==> config.mk <==
export PLATFORM = sky130hd
export DESIGN_NAME = scanline_irq_sched
export DESIGN_NICKNAME = d
export VERILOG_FILES = /design/src/rtl/scanirq_pkg.sv /design/src/rtl/scanirq_timebase.sv /design/src/rtl/scanirq_offset_calc.sv /design/src/rtl/scanirq_sequencer.sv /design/src/rtl/scanirq_status_reg.sv /design/src/rtl/scanline_irq_sched.sv
export SDC_FILE = /design/constraint.sdc
export NUM_CORES = 1
export LEC_CHECK = 0
export BUFFER_PORTS_ARGS = -buffer_cell sky130_fd_sc_hd__buf_2
export CAP_MARGIN = 20
export CORE_ASPECT_RATIO = 0.7
export CORE_MARGIN = 3
export CORE_UTILIZATION = 55
export CTS_BUF_LIST = sky130_fd_sc_hd__clkbuf_4 sky130_fd_sc_hd__clkbuf_8
export DETAILED_ROUTE_END_ITERATION = 16
export PLACE_DENSITY = 0.73
export SLEW_MARGIN = 0
export SYNTH_ARGS = -nofsm -noshare
export SYNTH_HDL_FRONTEND = slang
export SYNTH_SLANG_ARGS = --single-unit
==> constraint.sdc <==
create_clock -name clk -period 31.5 [get_ports clk]
set_clock_uncertainty 0.15 [all_clocks]
set_input_delay 6.3 -clock clk [delete_from_list [all_inputs] [get_ports clk]]
set_output_delay 6.3 -clock clk [all_outputs]
set_load 0.05 [all_outputs]
==> src/rtl/scanirq_pkg.sv <==
// Package: shared constants and helpers for the scanline interrupt scheduler.
// Assumes two video standards, indexed 0 (60 Hz) and 1 (50 Hz).
package scanirq_pkg;

    typedef enum logic {
        STD_60HZ = 1'b0,
        STD_50HZ = 1'b1
    } video_std_e;

    localparam int NUM_STD   = 2;
    localparam int EVENT_BIT = 10;

    // Refresh rate in Hz for a standard index.
    function automatic int refresh_hz(input int std_idx);
        return (std_idx == 0) ? 60 : 50;
    endfunction

    // Scanlines per frame for a standard index.
    function automatic int lines_per_frame(input int std_idx);
        return (std_idx == 0) ? 263 : 314;
    endfunction

endpackage

==> src/rtl/scanirq_timebase.sv <==
// Timebase: free-running cycle counter plus a stamp of the counter value at
// the last sampled frame start. Assumes the counter wraps silently; all
// later arithmetic is modulo 2**TIME_W.
module scanirq_timebase #(
    parameter int TIME_W = 32
) (
    input  logic              clk,
    input  logic              rst_n,
    input  logic              frame_start,
    output logic [TIME_W-1:0] now_cnt,
    output logic [TIME_W-1:0] fs_stamp
);

    // Advance the cycle counter every clock.
    always_ff @(posedge clk) begin
        if (!rst_n) now_cnt <= '0;
        else        now_cnt <= now_cnt + TIME_W'(1);
    end

    // Capture the counter value when a frame start is sampled.
    always_ff @(posedge clk) begin
        if (!rst_n)           fs_stamp <= '0;
        else if (frame_start) fs_stamp <= now_cnt;
    end

endmodule

==> src/rtl/scanirq_offset_calc.sv <==
// Offset calculator: for each video standard derives the frame period, the
// line period and the line offset, then picks one with std_sel and forms the
// absolute time of the first event. Purely combinational; assumes
// CLK_HZ/refresh fits TIME_W and arm_line*frame does not overflow TIME_W.
module scanirq_offset_calc
    import scanirq_pkg::*;
#(
    parameter int CLK_HZ = 252000,
    parameter int TIME_W = 32,
    parameter int Y_W    = 9,
    parameter int X_W    = 12
) (
    input  logic              std_sel,
    input  logic [Y_W-1:0]    arm_line,
    input  logic [X_W-1:0]    arm_xoff,
    input  logic [TIME_W-1:0] fs_stamp,
    output logic [TIME_W-1:0] first_target,
    output logic [TIME_W-1:0] line_period
);

    logic [TIME_W-1:0] frame_c [NUM_STD];
    logic [TIME_W-1:0] line_c  [NUM_STD];
    logic [TIME_W-1:0] yoff_c  [NUM_STD];

    // One set of timing constants and one line offset per standard.
    for (genvar s = 0; s < NUM_STD; s++) begin : g_std
        localparam int FRAME_CYC = CLK_HZ / refresh_hz(s);
        localparam int LINES     = lines_per_frame(s);
        localparam int LINE_CYC  = FRAME_CYC / LINES;

        assign frame_c[s] = TIME_W'(FRAME_CYC);
        assign line_c[s]  = TIME_W'(LINE_CYC);
        assign yoff_c[s]  = (TIME_W'(arm_line) * TIME_W'(FRAME_CYC)) / TIME_W'(LINES);
    end

    // Select the standard and add up the first event time.
    always_comb begin
        first_target = fs_stamp + frame_c[std_sel] + yoff_c[std_sel] + TIME_W'(arm_xoff);
        line_period  = line_c[std_sel];
    end

endmodule

==> src/rtl/scanirq_sequencer.sv <==
// Sequencer: holds the pending schedule (next target time, remaining count,
// line period latched at arm) and fires when the counter reaches the target.
// Arm beats fire in the same cycle, so a re-arm drops the old schedule.
// Assumes the first target lies ahead of the counter at arm time.
module scanirq_sequencer #(
    parameter int TIME_W = 32,
    parameter int CNT_W  = 8
) (
    input  logic                    clk,
    input  logic                    rst_n,
    input  logic                    arm,
    input  logic signed [CNT_W-1:0] arm_count,
    input  logic [TIME_W-1:0]       first_target,
    input  logic [TIME_W-1:0]       line_period,
    input  logic [TIME_W-1:0]       now_cnt,
    output logic                    fire,
    output logic                    pending,
    output logic signed [CNT_W-1:0] remain,
    output logic [TIME_W-1:0]       target,
    output logic [TIME_W-1:0]       line_q,
    output logic                    irq_pulse
);

    localparam logic signed [CNT_W-1:0] ONE = CNT_W'(1);

    logic more_left;

    // An event is due when the counter meets the target and no arm overrides it.
    always_comb begin
        fire      = pending && (now_cnt == target) && !arm;
        more_left = (remain > ONE);
    end

    // Load a new schedule on arm; step or retire it on each event.
    always_ff @(posedge clk) begin
        if (!rst_n) begin
            pending <= 1'b0;
            remain  <= '0;
            target  <= '0;
            line_q  <= '0;
        end else if (arm) begin
            pending <= 1'b1;
            remain  <= arm_count;
            target  <= first_target;
            line_q  <= line_period;
        end else if (fire) begin
            if (more_left) begin
                remain <= remain - ONE;
                target <= target + line_q;
            end else begin
                pending <= 1'b0;
                remain  <= '0;
            end
        end
    end

    // Register a one-cycle pulse per event.
    always_ff @(posedge clk) begin
        if (!rst_n) irq_pulse <= 1'b0;
        else        irq_pulse <= fire;
    end

endmodule

==> src/rtl/scanirq_status_reg.sv <==
// Status register: set requests from all sources OR into the word; a host
// write clears bits whose data bit is 0. A set wins over a clear of the same
// bit in the same cycle. Assumes EVT_BIT < STAT_W.
module scanirq_status_reg #(
    parameter int STAT_W  = 32,
    parameter int EVT_BIT = 10
) (
    input  logic              clk,
    input  logic              rst_n,
    input  logic              evt_set,
    input  logic [STAT_W-1:0] irq_set,
    input  logic              stat_wr,
    input  logic [STAT_W-1:0] stat_wdata,
    output logic [STAT_W-1:0] status
);

    logic [STAT_W-1:0] set_vec;
    logic [STAT_W-1:0] keep_vec;

    // Merge the scheduler event into the set vector; form the keep mask.
    always_comb begin
        set_vec          = irq_set;
        set_vec[EVT_BIT] = irq_set[EVT_BIT] | evt_set;
        keep_vec         = stat_wr ? stat_wdata : '1;
    end

    // Update the status word: clear first, then apply sets.
    always_ff @(posedge clk) begin
        if (!rst_n) status <= '0;
        else        status <= (status & keep_vec) | set_vec;
    end

endmodule

==> src/rtl/scanline_irq_sched.sv <==
// Top: scanline-timed repeating interrupt scheduler. Ties together the
// timebase, offset calculator, sequencer and status register. Assumes
// frame_start and arm are one-cycle pulses; a frame start sampled in the
// same cycle as an arm is not used for that arm.
module scanline_irq_sched
    import scanirq_pkg::*;
#(
    parameter int CLK_HZ = 252000,
    parameter int TIME_W = 32,
    parameter int Y_W    = 9,
    parameter int X_W    = 12,
    parameter int CNT_W  = 8,
    parameter int STAT_W = 32
) (
    input  logic                    clk,
    input  logic                    rst_n,
    input  logic                    frame_start,
    input  logic                    std_sel,
    input  logic                    arm,
    input  logic signed [CNT_W-1:0] arm_count,
    input  logic [Y_W-1:0]          arm_line,
    input  logic [X_W-1:0]          arm_xoff,
    input  logic [STAT_W-1:0]       irq_set,
    input  logic                    stat_wr,
    input  logic [STAT_W-1:0]       stat_wdata,
    output logic [STAT_W-1:0]       irq_status,
    output logic                    irq_pulse,
    output logic                    busy
);

    logic [TIME_W-1:0]       now_cnt;
    logic [TIME_W-1:0]       fs_stamp;
    logic [TIME_W-1:0]       first_target;
    logic [TIME_W-1:0]       line_period;
    logic                    fire;
    logic                    pending;
    logic signed [CNT_W-1:0] remain;
    logic [TIME_W-1:0]       target;
    logic [TIME_W-1:0]       line_q;

    scanirq_timebase #(
        .TIME_W (TIME_W)
    ) u_timebase (
        .clk         (clk),
        .rst_n       (rst_n),
        .frame_start (frame_start),
        .now_cnt     (now_cnt),
        .fs_stamp    (fs_stamp)
    );

    scanirq_offset_calc #(
        .CLK_HZ (CLK_HZ),
        .TIME_W (TIME_W),
        .Y_W    (Y_W),
        .X_W    (X_W)
    ) u_offset (
        .std_sel      (std_sel),
        .arm_line     (arm_line),
        .arm_xoff     (arm_xoff),
        .fs_stamp     (fs_stamp),
        .first_target (first_target),
        .line_period  (line_period)
    );

    scanirq_sequencer #(
        .TIME_W (TIME_W),
        .CNT_W  (CNT_W)
    ) u_seq (
        .clk          (clk),
        .rst_n        (rst_n),
        .arm          (arm),
        .arm_count    (arm_count),
        .first_target (first_target),
        .line_period  (line_period),
        .now_cnt      (now_cnt),
        .fire         (fire),
        .pending      (pending),
        .remain       (remain),
        .target       (target),
        .line_q       (line_q),
        .irq_pulse    (irq_pulse)
    );

    scanirq_status_reg #(
        .STAT_W  (STAT_W),
        .EVT_BIT (EVENT_BIT)
    ) u_status (
        .clk        (clk),
        .rst_n      (rst_n),
        .evt_set    (fire),
        .irq_set    (irq_set),
        .stat_wr    (stat_wr),
        .stat_wdata (stat_wdata),
        .status     (irq_status)
    );

    // Expose the pending state.
    always_comb busy = pending;

endmodule

## After elaboration in Yosys (flattened, before gate mapping)

Index checks and enable logic that the tools add are counted.

| cells by class | value |
|---|---|
| div/mod/pow operators | 2 |
| multiply operators | 2 |
| reductions and logical operators | 7 |
| add/sub/neg operators | 6 |
| $lt $le $gt $ge | 2 |
| multiplexer cells | 19 |
| equal/unequal tests | 2 |
| bitwise gates (word level) | 4 |

Operator list:

| kind | number |
|---|---|
| 32-bit 2-to-1 mux | 11 |
| 32-bit adder | 3 |
| 22-bit by 9-bit divider with 32-bit output (second input constant) | 2 |
| 32-bit by 1-bit adder with 32-bit output (second input constant) | 1 |
| 32-bit by 12-bit adder with 32-bit output | 1 |
| 32-bit bitwise AND | 1 |
| 32-bit equality test | 1 |
| 32-bit OR | 1 |
| 8-bit 2-to-1 mux | 3 |
| 9-bit by 10-bit multiplier with 19-bit output (second input constant) | 1 |
| 9-bit by 9-bit multiplier with 18-bit output (second input constant) | 1 |
| 10-bit 2-to-1 mux | 1 |
| 8-bit by 2-bit greater-than comparator with 1-bit output (second input constant) | 1 |
| 8-bit by 2-bit subtractor with 8-bit output (second input constant) | 1 |
| 5-bit 2-to-1 mux | 1 |
| 2-bit AND reduction | 2 |
| 2-bit nonzero test | 2 |
| 1-bit 2-to-1 mux | 3 |
| 2-bit greater-or-equal comparator (second input constant) | 1 |
| 1-bit logical AND | 2 |
| 2-bit != test (second input constant) | 1 |
| 1-bit inverter with 2-bit output | 1 |
| 1-bit zero test | 1 |
| 1-bit OR | 1 |

| storage, ports and cells | value |
|---|---|
| bits of input ports | 99 |
| flip-flop bits (word level) | 170 |
| word-level logic and storage cells | 52 |

## Depth between registers and ports, before layout

| depth | value |
|---|---|
| word-level depth | 8 |
| depth in mapped cells | 95 |

## Modules after synthesis

From an unflattened synthesis, not the netlist that was laid out.

| unflattened totals | value |
|---|---|
| cell total of the unflattened synthesis | 3010 |
| area total of the unflattened synthesis | 23750.3 µm² |

Modules (own cells, without submodules):

| module | area each (µm²) | cells an instance | times used | seq. area each (µm²) |
|---|---|---|---|---|
| scanirq_offset_calc | 14411.3 | 1995 | 1 | 0.0 |
| scanirq_sequencer | 5193.7 | 610 | 1 | 1481.4 |
| scanirq_timebase | 2762.6 | 270 | 1 | 1281.2 |
| scanirq_status_reg | 1382.6 | 135 | 1 | 640.6 |

## Least setup slack after synthesis

OpenSTA, ideal clock, no wires.

| timing path | value |
|---|---|
| path kind | input-to-reg |
| start point | input port arm_line[6] |
| end point | register u_seq.target[24] |
| buffers on the path | 5 |
| library setup time | 0.116 ns |
| path slack | 6.734 ns |
| cell stages on the path | 84 |
| data arrival time | 24.501 ns |
| cells stage by stage | inv_1 > fa_1 > inv_1 > ha_1 > fa_1 > inv_1 > fa_1 > inv_1 > ha_1 > buf_4 > a21oi_2 > mux2_2 > o31ai_1 > a31oi_1 > a311oi_1 > o22ai_2 > mux2i_2 > a2111oi_1 > [... 48 more ...] > o21ai_0 > nand2b_1 > a21oi_1 > o21bai_1 > a21oi_1 > o21bai_1 > a21oi_1 > o21bai_1 > a21oi_1 > o21bai_1 > a21o_1 > a21o_1 > nor2b_1 > nand2_1 > nor2_1 > xnor2_1 > nand2_1 > and3_1 |

| on the way | value |
|---|---|
| cells in the longest elaborated chain, start to end | 8 |
| elaborated cells on any way between the ends | 10 |

Ends and longest elaborated chain:

| what | RTL line | RTL |
|---|---|---|
| start: declaration | scanline_irq_sched.sv:21 | `input logic [Y_W-1:0] arm_line,` |
| 9-bit by 10-bit multiplier with 19-bit output / 9-bit by 9-bit multiplier with 18-bit output (equally long branches) | scanirq_offset_calc.sv:33 | `assign yoff_c[s] = (TIME_W'(arm_line) * TIME_W'(FRAME_CYC)) / TIME_W'(LINES);` |
| 22-bit by 9-bit divider with 32-bit output | scanirq_offset_calc.sv:33 |  |
| 32-bit 2-to-1 mux (implied by the code) * (3 in series) | scanirq_offset_calc.sv:38 | `first_target = fs_stamp + frame_c[std_sel] + yoff_c[std_sel] + TIME_W'(arm_xoff);` |
| 32-bit adder * | scanirq_offset_calc.sv:38 |  |
| 32-bit by 12-bit adder with 32-bit output * | scanirq_offset_calc.sv:38 |  |
| 32-bit 2-to-1 mux * | scanirq_sequencer.sv:41 | `end else if (arm) begin` |
| end signal: assignment | scanirq_sequencer.sv:44 | `target <= first_target;` |
| end signal: assignment | scanirq_sequencer.sv:49 | `target <= target + line_q;` |
| end: declaration | scanirq_sequencer.sv:19 | `output logic [TIME_W-1:0] target,` |

Mark *: on every way between the ends. The rest lies on a longest branch, timed or not. The select of a mux whose other input is x is not followed.
A chain may end at the register's enable or synchronous reset.

## Worst setup path after layout

Ends and elaborated chain as after synthesis.

==> flow_summary.yaml <==
clocking:
  clk_path_buf_depth: 2
  clk_pin_slew_worst_paths_ns: 0.09
  cts_tree: "built"
  clk_latency_ns: 0.49
  cts_buffers: 17
  post_cts_resize_count: 0
  cts_sinks: 140
  htreeDepth: 4
  cts_setup_buffers: 0
  cts_root_buffer: "clkbuf_8"
  ctsHoldBuffers: 0
place:
  dpl_cell_area_sq_um: 21700
  dp_hpwl_um: 46100
  io_buffer_count: 132
  place_congestion: 0.961
timing:
  hold_violations: 0
  drv_slew: 0
  timing.final.crit_share_pct: 90.2
  setup_viol: 0
  grt_setup_unrepaired: "false"
  max_freq_mhz: 35.2
  slew_headroom_pct: 26.8
  period_minus_slack_ns: 28.40
  tightest_slew_ns: 1.10
  fin_setup_tns_ns: 0
finish:
  n_antenna_cell: 0
  nFillCells: 3289
  layout_commonest_cell: "nand2_1"
  stdcell_area_sq_um: 22100
  areaGrowthSynthToFinish_pct: 6.27
  drive_gt1_share_pct: 11.5
  nets: 3049
  final_cell_mix: "nand2_1, inv_1, nor2_1"
worst_hold_path:
  min_path_type: "register to register"
  min_from: "u_seq.remain[3]"
  holdPathStages: 2
  hold_path_end: "u_seq.remain[3]"
detailed_routing:
  ant_nets: 0
  vias: 20707
  wl_per_cell_um: 17.8
  drtIter0Drc: 2241
  wirelength_um: 58200
  drc: 0
  viasPerCell: 6.33
  first_pass_iters: 6
synth:
  async_reset_ff_share_pct: 0
  yosysWarnings: 0
  postSynthAreaPerCell_sq_um: 7.65
  netlist_area_sq_um: 20800
  synth_seq_cells: 140
  synth-edff-count: 0
  ys_seq_area_share_pct: 13.5
  synthCells: 2717
  synth-main-ff-cell: "dfxtp_1"
  synth_nets: 2990
  yosysUniqueCellTypes: 132
worst_setup_path:
  cp-end-kind: "register"
  path_class: "input port to register"
  critPathMaxFanout: 14
  worstRegToRegCells: 25
  cpPeakStageDelay_ns: 0.90
  cp_data_required_time_ns: 31.73
  cp_slowest_cell: "a311oi_1"
  start_kind: "input port"
  reg2reg_to: "u_seq.target[24]"
  ff2ff_setup_slack_ns: 26.37
  cp.arrival_ns: 28.64
  reg2reg_from: "u_timebase.fs_stamp[3]"
global_routing:
  grt_pass1_wl_um: 95000
  grt_pass1_vias: 18810
  grt.total_usage_pct: 27.7
  antenna_found_initial: 0
  grt_start_max_net_pins: 141
  gr-total-overflow: 0
run_status:
  status: "completed"
die:
  fp.dieArea_sq_um: 40200
  core-area_sq_um: 36600
  start_util_pct: 56.8
  floorplan.rows: 58
  fp.dieW_um: 238
  die_y_um: 169
  pin_count: 133
flow_run:
  max_cap_violations: 0
## metal layers
layer	routed length (um)	vias to the layer above	global-route usage (%)
met3	3950	63	2.95
met4	725	0	5.04
met2	24000	816	40.1
li1	-	10026	-
met5	0	-	0
met1	29600	9802	44.2
## worst max-delay path, delay by kind of cell
kind / cells / cell delay, ns
muxes: 4 / 1.25
buffers and inverters: 7 / 0.65
and+or+nand+nor: 18 / 4.64
AOI/OAI and AO/OA: 36 / 10.30
xor gates and xnor gates: 3 / 1.45
adders and majority gates: 11 / 3.95
## through the flow
| stage | utilization [%] | hold slack [ns] | setup slack [ns] | instances |
|---|---|---|---|---|
| floorplan | - | 0.307 | 6.73 | 2717 |
| global route | 60.4 | 0.392 | 1.33 | 3269 |
| detailed placement | 59.2 | 0.339 | 2.95 | 3236 |
| global placement | 59.2 | 0.331 | 3.76 | 3236 |
| CTS | 60.3 | 0.351 | 3.42 | 3268 |
| finish | 60.4 | 0.353 | 3.10 | 3269 |
## registers in the layout (all words and copies together), names as in the netlist
register,cells
u_seq.irq_pulse,1
u_seq.line_q,2
u_seq.pending,1
u_seq.remain,8
u_seq.target,32
u_status.status,32
u_timebase.fs_stamp,32
u_timebase.now_cnt,32
## synthesized netlist by cell type, drive strengths merged, types with 56 or more instances
| library cell | count | area (sq um) |
|---|---|---|
| a21oi | 175 | 936 |
| and2 | 65 | 407 |
| clkbuf | 65 | 245 |
| dfxtp | 140 | 2800 |
| ha | 120 | 1500 |
| inv | 196 | 736 |
| mux2i | 88 | 897 |
| nand2 | 212 | 803 |
| nand3 | 83 | 420 |
| nor2 | 195 | 742 |
| nor2b | 80 | 500 |
| nor3 | 80 | 440 |
| o21ai | 151 | 778 |
| xnor2 | 173 | 1530 |
| xor2 | 56 | 532 |
## area by class of cell
class / instances / area, sq um / area share [%]
Multi-Input combinational cell: 2280 / 16800 / 76.0
Sequential cell: 140 / 2800 / 12.7
Timing Repair Buffer: 140 / 743 / 3.37
Inverter: 197 / 739 / 3.35
Tap cell: 480 / 601 / 2.72
Clock buffer: 18 / 248 / 1.12
Clock inverter: 14 / 155 / 0.703
## how the worst max path moves through the flow
stage,depth (start not counted),slack [ns],from,to
final,79,3.10,arm_line[6],u_seq.target[24]
after floorplan,84,6.73,arm_line[6],u_seq.target[24]
after global placement,82,3.76,arm_line[6],u_seq.target[24]
after detailed placement,82,2.95,arm_line[6],u_seq.target[24]
after global routing,80,1.33,arm_line[6],u_seq.target[24]
after CTS,81,3.42,arm_line[0],u_seq.target[24]
## logic make-up after synthesis
family / share of synthesized area, %
AOI/OAI and AO/OA: 28.2
adders and majority gates: 12.8
buffers and inverters: 5.69
xor gates and xnor gates: 9.92
DFF: 13.5
muxes: 5.51
and+or+nand+nor: 24.4
Power is not shown: default switching activity piles up to over one toggle a cycle in this logic, so the estimate is an artifact.
